### config.mk
export PLATFORM = sky130hd
export DESIGN_NAME = ldh_ctl
export DESIGN_NICKNAME = d
export VERILOG_FILES = /design/src/rtl/ldh_pkg.sv /design/src/rtl/ldh_rst_sync.sv /design/src/rtl/ldh_src_cmp.sv /design/src/rtl/ldh_ex_track.sv /design/src/rtl/ldh_redirect.sv /design/src/rtl/ldh_ctl.sv
export SDC_FILE = /design/constraint.sdc
export NUM_CORES = 1
export LEC_CHECK = 0
export ABC_AREA = 1
export CAP_MARGIN = 10
export CORE_MARGIN = 2
export CORE_UTILIZATION = 49
export CTS_BUF_LIST = sky130_fd_sc_hd__clkbuf_8
export DETAILED_ROUTE_END_ITERATION = 8
export DONT_BUFFER_PORTS = 1
export PLACE_DENSITY = 0.66
export SLEW_MARGIN = 10
export SYNTH_ARGS = -nofsm -noshare
export SYNTH_HDL_FRONTEND = slang
export SYNTH_SLANG_ARGS = --single-unit
### constraint.sdc
create_clock -name clk -period 1.16 [get_ports clk]
set_clock_uncertainty 0.05 [all_clocks]
set_input_delay 0.058 -clock clk [delete_from_list [all_inputs] [get_ports clk]]
set_output_delay 0.058 -clock clk [all_outputs]
set_load 0.005 [all_outputs]
### src/rtl/ldh_pkg.sv
package ldh_pkg;

  // Bundle of pipeline control strobes produced by the controller.
  typedef struct packed {
    logic pc_we;
    logic ifid_we;
    logic idex_zero;
    logic if_flush;
  } ldh_ctl_t;

endpackage

### src/rtl/ldh_rst_sync.sv
module ldh_rst_sync (
  input  logic clk,
  input  logic rst_n,
  output logic rst_sync_n
);

  logic [1:0] sync_q;
  logic [1:0] sync_d;

  always_comb begin
    sync_d = {sync_q[0], 1'b1};
  end

  always_ff @(posedge clk or negedge rst_n) begin
    if (!rst_n) sync_q <= 2'b00;
    else        sync_q <= sync_d;
  end

  assign rst_sync_n = sync_q[1];

endmodule

### src/rtl/ldh_src_cmp.sv
module ldh_src_cmp #(
  parameter int WORD_W = 32,
  parameter int REG_AW = 5,
  parameter int RS_LSB = 21,
  parameter int RT_LSB = 16,
  parameter int NSRC   = 2
) (
  input  logic [WORD_W-1:0] id_word,
  input  logic              ex_memrd,
  input  logic [REG_AW-1:0] ex_rt,
  output logic              hit
);

  logic [NSRC-1:0] match;
  logic            word_live;

  for (genvar gi = 0; gi < NSRC; gi++) begin : g_src
    localparam int FLSB = (gi == 0) ? RS_LSB : RT_LSB;
    assign match[gi] = (id_word[FLSB +: REG_AW] == ex_rt);
  end

  assign word_live = |id_word;
  assign hit       = ex_memrd & word_live & (|match);

  // a zero decode word never produces a hazard
  always_comb begin
    a_r7_zero_no_hit: assert (!(id_word == '0 && hit));
  end

endmodule

### src/rtl/ldh_ex_track.sv
module ldh_ex_track #(
  parameter int WORD_W = 32,
  parameter int REG_AW = 5,
  parameter int RT_LSB = 16
) (
  input  logic              clk,
  input  logic              rst_n,
  input  logic              stall,
  input  logic [WORD_W-1:0] id_word,
  input  logic              id_is_load,
  output logic              ex_memrd,
  output logic [REG_AW-1:0] ex_rt
);

  logic              memrd_d;
  logic [REG_AW-1:0] rt_d;
  logic              rt_en;

  // Next state: bubble clears the load flag; otherwise capture decode.
  always_comb begin
    rt_en   = !stall;
    memrd_d = stall ? 1'b0 : (id_is_load & (|id_word));
    rt_d    = id_word[RT_LSB +: REG_AW];
  end

  always_ff @(posedge clk or negedge rst_n) begin
    if (!rst_n) begin
      ex_memrd <= 1'b0;
      ex_rt    <= '0;
    end else begin
      ex_memrd <= memrd_d;
      if (rt_en) ex_rt <= rt_d;
    end
  end

  // the cycle after a stall has no load recorded in execute
  a_r5_bubble_clears: assert property (@(posedge clk) disable iff (!rst_n)
    stall |=> !ex_memrd);

  // a zero word flagged as a load is not recorded
  a_r7_zero_not_load: assert property (@(posedge clk) disable iff (!rst_n)
    (id_word == '0) |=> !ex_memrd);

endmodule

### src/rtl/ldh_redirect.sv
module ldh_redirect (
  input  logic jump,
  input  logic br_taken,
  input  logic stall,
  output logic flush
);

  logic redirect_req;

  assign redirect_req = jump | br_taken;
  assign flush        = redirect_req & !stall;

  // no flush while decode is held
  always_comb begin
    a_r10_hold_no_flush: assert (!(stall && flush));
  end

endmodule

### src/rtl/ldh_ctl.sv
module ldh_ctl #(
  parameter int WORD_W = 32,
  parameter int REG_AW = 5,
  parameter int RS_LSB = 21,
  parameter int RT_LSB = 16
) (
  input  logic              clk,
  input  logic              rst_n,
  input  logic [WORD_W-1:0] id_word_i,
  input  logic              id_is_load_i,
  input  logic              id_jump_i,
  input  logic              id_br_taken_i,
  output logic              pc_we_o,
  output logic              ifid_we_o,
  output logic              idex_zero_o,
  output logic              if_flush_o
);

  import ldh_pkg::*;

  localparam int NSRC = 2;

  logic              rst_sync_n;
  logic              ex_memrd;
  logic [REG_AW-1:0] ex_rt;
  logic              stall;
  logic              flush;
  ldh_ctl_t          ctl;

  ldh_rst_sync u_rst (
    .clk        (clk),
    .rst_n      (rst_n),
    .rst_sync_n (rst_sync_n)
  );

  ldh_ex_track #(
    .WORD_W (WORD_W),
    .REG_AW (REG_AW),
    .RT_LSB (RT_LSB)
  ) u_track (
    .clk        (clk),
    .rst_n      (rst_sync_n),
    .stall      (stall),
    .id_word    (id_word_i),
    .id_is_load (id_is_load_i),
    .ex_memrd   (ex_memrd),
    .ex_rt      (ex_rt)
  );

  ldh_src_cmp #(
    .WORD_W (WORD_W),
    .REG_AW (REG_AW),
    .RS_LSB (RS_LSB),
    .RT_LSB (RT_LSB),
    .NSRC   (NSRC)
  ) u_cmp (
    .id_word  (id_word_i),
    .ex_memrd (ex_memrd),
    .ex_rt    (ex_rt),
    .hit      (stall)
  );

  ldh_redirect u_redir (
    .jump     (id_jump_i),
    .br_taken (id_br_taken_i),
    .stall    (stall),
    .flush    (flush)
  );

  always_comb begin
    ctl.pc_we     = !stall;
    ctl.ifid_we   = !stall;
    ctl.idex_zero = stall;
    ctl.if_flush  = flush;
  end

  assign pc_we_o     = ctl.pc_we;
  assign ifid_we_o   = ctl.ifid_we;
  assign idex_zero_o = ctl.idex_zero;
  assign if_flush_o  = ctl.if_flush;

  // the hold and the bubble travel together
  a_r4_hold_with_bubble: assert property (@(posedge clk) disable iff (!rst_sync_n)
    !pc_we_o |-> (!ifid_we_o && idex_zero_o));

  // never two bubbles in a row
  a_r5_single_bubble: assert property (@(posedge clk) disable iff (!rst_sync_n)
    idex_zero_o |=> !idex_zero_o);

  // an unblocked redirect always flushes
  a_r8_redirect_flushes: assert property (@(posedge clk) disable iff (!rst_sync_n)
    ((id_jump_i || id_br_taken_i) && pc_we_o) |-> if_flush_o);

  // reset phase shows no stall
  always_comb begin
    a_r1_reset_idle: assert (rst_sync_n || (pc_we_o && !idex_zero_o));
  end

endmodule

==> qor.yml <==
route:
  detail-route-antenna-nets: 0
  wl_per_cell_um: 9.95
  drc: 0
  drtIter0Drc: 11
  drtPass1Iterations: 4
  num_vias: 697
  routed_via_density: 4.62
  drt-total-wl_um: 1500
pwr:
  powerDensity_mw_per_mm2: 950
  power_frac_seq_pct: 40.8
  p_switching_w: 0.000194
  leakagePower_nw: 0.490
  p_int_w: 0.000599
  peakVddDrop_v: 0.000694
  comb_power_share_pct: 18.7
  p_clk_share_pct: 40.5
  finalPower_w: 0.000793
  power.share.switching_pct: 24.4
yosys:
  synth.distinct_cells: 11
  synthesis.instances: 122
  yosys.area_share.simple_pct: 53.9
  synth_area_um2: 668
  synth-adder-area-share_pct: 0
  synth_compound_area_share_pct: 0
  synthMuxAreaShare_pct: 0
  ys_ff_latch: 8
  yosys_warnings: 0
  synth-seq-area-share_pct: 30.0
  syn_area_per_cell_um2: 5.48
  synth_fp_nets: 159
  synth-xor-area-share_pct: 2.62
  synth_top_family_by_area: "simple AND/OR/NAND/NOR gates"
global_routing:
  grt_pass1_wl_um: 2310
  grt_usage_pct: 21.6
  grt.overflow.total: 0
  antenna_found_initial: 0
  grt_pass1_vias: 641
  grt_max_degree: 7
cells_and_area:
  final_layout_size_suffix_gt1_share_pct: 9.56
  nets: 175
  syn_to_final_growth_pct: 24.9
  design_area_um2: 835
  antenna_cells: 0
  fill_cells: 128
critical_path:
  worstReg2RegStart: "u_track.ex_rt[2]"
  worstSetupPathType: "reg2out"
  cp_max_fo: 4
  cp_data_arrival_time_ns: 1.32
  worstRegToRegCells: 10
  crit_path_start_kind: "flop"
  rr_endpoint: "u_track.ex_rt[4]"
  crit_path_end_kind: "output port"
  crit_required_ns: 1.05
  r2r_slack_ns: -0.22
placement:
  port_buffers: 0
  place.gp.congestion: 0.796
  placed_area_um2: 694
  dp.final_hpwl_um: 1160
  pre_cts_slack_ns: -0.177
outcome:
  outcome: "finished, violations left"
  violations: "setup timing"
floorplanning:
  die_h_um: 40.9
  io_pins: 41
  start_util_pct: 52.0
  die_w_um: 40.9
  placementRows: 13
  core-area_mm2: 0.00128
  die_area_mm2: 0.00167
cts:
  clkSinkCount: 8
  htree_levels: 1
  cts_buffers: 3
  clk_latency_ns: 0.22
  clk_path_buf_depth: 2
  cts.reportedPaths.clkPinSlew_ns: 0.04
  cts.root.buffer_cell: "clkbuf_8"
  cts_tree: "yes"
sta:
  finalHoldViolCount: 0
  rsz0062_at_grt: "yes"
  slew_violations: 0
  setup_viol: 10
  fin_crit_ns: 1.43
  finalWorstSetupSlack_ns: -0.267
  fin_crit_sh_pct: 123
  max_freq_mhz: 701
hold_path:
  hp-class: "in2async"
run:
  maxCapViolations: 0
[logic make-up (layout without fill, tap and decap cells)]
group	after synthesis	count (layout)
other cells	1	1
flops	8	8
simple gates	89	89
buf+inv	22	36
xor+xnor	2	2
[layout by cell type (no fill, tap or decap)]
cell type | synthesis | routed
conb_1 | 1 | 1
clkbuf_8 | 0 | 3
nand3_1 | 8 | 8
nand2_2 | 1 | 1
buf_6 | 0 | 1
nor2_1 | 36 | 35
dfrtp_1 | 8 | 8
inv_1 | 19 | 19
nor2_2 | 0 | 1
inv_2 | 2 | 2
nand3_4 | 1 | 1
buf_4 | 1 | 4
dlygate4sd3_1 | 0 | 7
nand2_1 | 43 | 43
xnor2_1 | 2 | 2
[metrics by stage]
step / hold slack, ns / cells / setup TNS (ns) / util [%]
after floorplan: -0.288 / 122 / -0.260 / -
after global placement: -0.288 / 138 / -1.01 / 54.0
final: 0.0186 / 151 / -2.21 / 64.9
after detailed placement: -0.288 / 138 / -1.46 / 54.0
after global routing: 0.0299 / 151 / -3.42 / 64.9
after CTS: 0.0179 / 151 / -2.21 / 64.9
[worst max-delay path, stage by stage, from the launching register on]
cell and delay (ns):
dfrtp_1 0.40, inv_1 0.05, nand2_1 0.06, nand2_1 0.05, nor2_1 0.09, nand3_1 0.10
nand2_2 0.11, nand3_4 0.09, inv_2 0.09, nor2_2 0.04
[sequential cells by signal, indices dropped and copies added, names as in the netlist]
signal,flops
u_track.ex_rt,5
u_rst.sync_q,2
u_track.ex_memrd,1
[cell usage after synthesis, drive strengths merged]
| cell type | n | area share, % |
|---|---|---|
| nand3 | 9 | 8.6 |
| nor2 | 36 | 20 |
| xnor2 | 2 | 2.6 |
| buf | 1 | 1.1 |
| dfrtp | 8 | 30 |
| conb | 1 | 0.56 |
| nand2 | 44 | 25 |
| inv | 21 | 12 |
[routing by layer]
metal / global-route usage (%) / vias to the layer above / wire length, um
li1: - / 384 / -
met1: 24.9 / 287 / 689
met4: 12.5 / 0 / 14
met5: 0 / - / 0
met3: 3.26 / 2 / 84
met2: 37.1 / 24 / 714
[cell type report]
type                       instances  area [um^2]  area share, %
clock buffer                       3         41.3           4.95
sequential                         8          200           24.0
timing repair buffer              12          111           13.3
inverter                          21         78.8           9.45
multi-input combinational         92          384           46.0
tap                               15         18.8           2.25
[power by group through the flow]
stage	combinational [W]	sequential (W)	clock, W
6_report	0.000149	0.000323	0.000321
5_1_grt	0.000172	0.000326	0.000349
4_1_cts	0.000148	0.000324	0.000325
3_5_place_dp	0.000118	0.000327	0
3_3_place_gp	0.000115	0.000326	0
2_1_floorplan	0.000100	0.000321	0
[worst max path at each step]
stage | slack [ns] | cells past startpoint | to | from
global placement | -0.12 | 8 | u_track.ex_memrd | u_track.ex_rt[3]
floorplan | -0.04 | 8 | u_track.ex_rt[1] | u_track.ex_rt[3]
finish | -0.27 | 9 | if_flush_o | u_track.ex_rt[2]
global route | -0.39 | 8 | if_flush_o | u_track.ex_rt[3]
CTS | -0.27 | 7 | pc_we_o | u_track.ex_rt[3]
detailed placement | -0.18 | 9 | u_track.ex_rt[3] | u_track.ex_rt[2]
[what timing repair did]
item                                    4_1_cts  5_1_grt
buffers inserted                              3        0
hold buffers                                  7        0
hold endpoints to repair                      8        0
resized for setup                             2        0
pin swaps                                     4        2
endpoints found under the setup margin       10       10
Power figures use the tool's default switching activity.
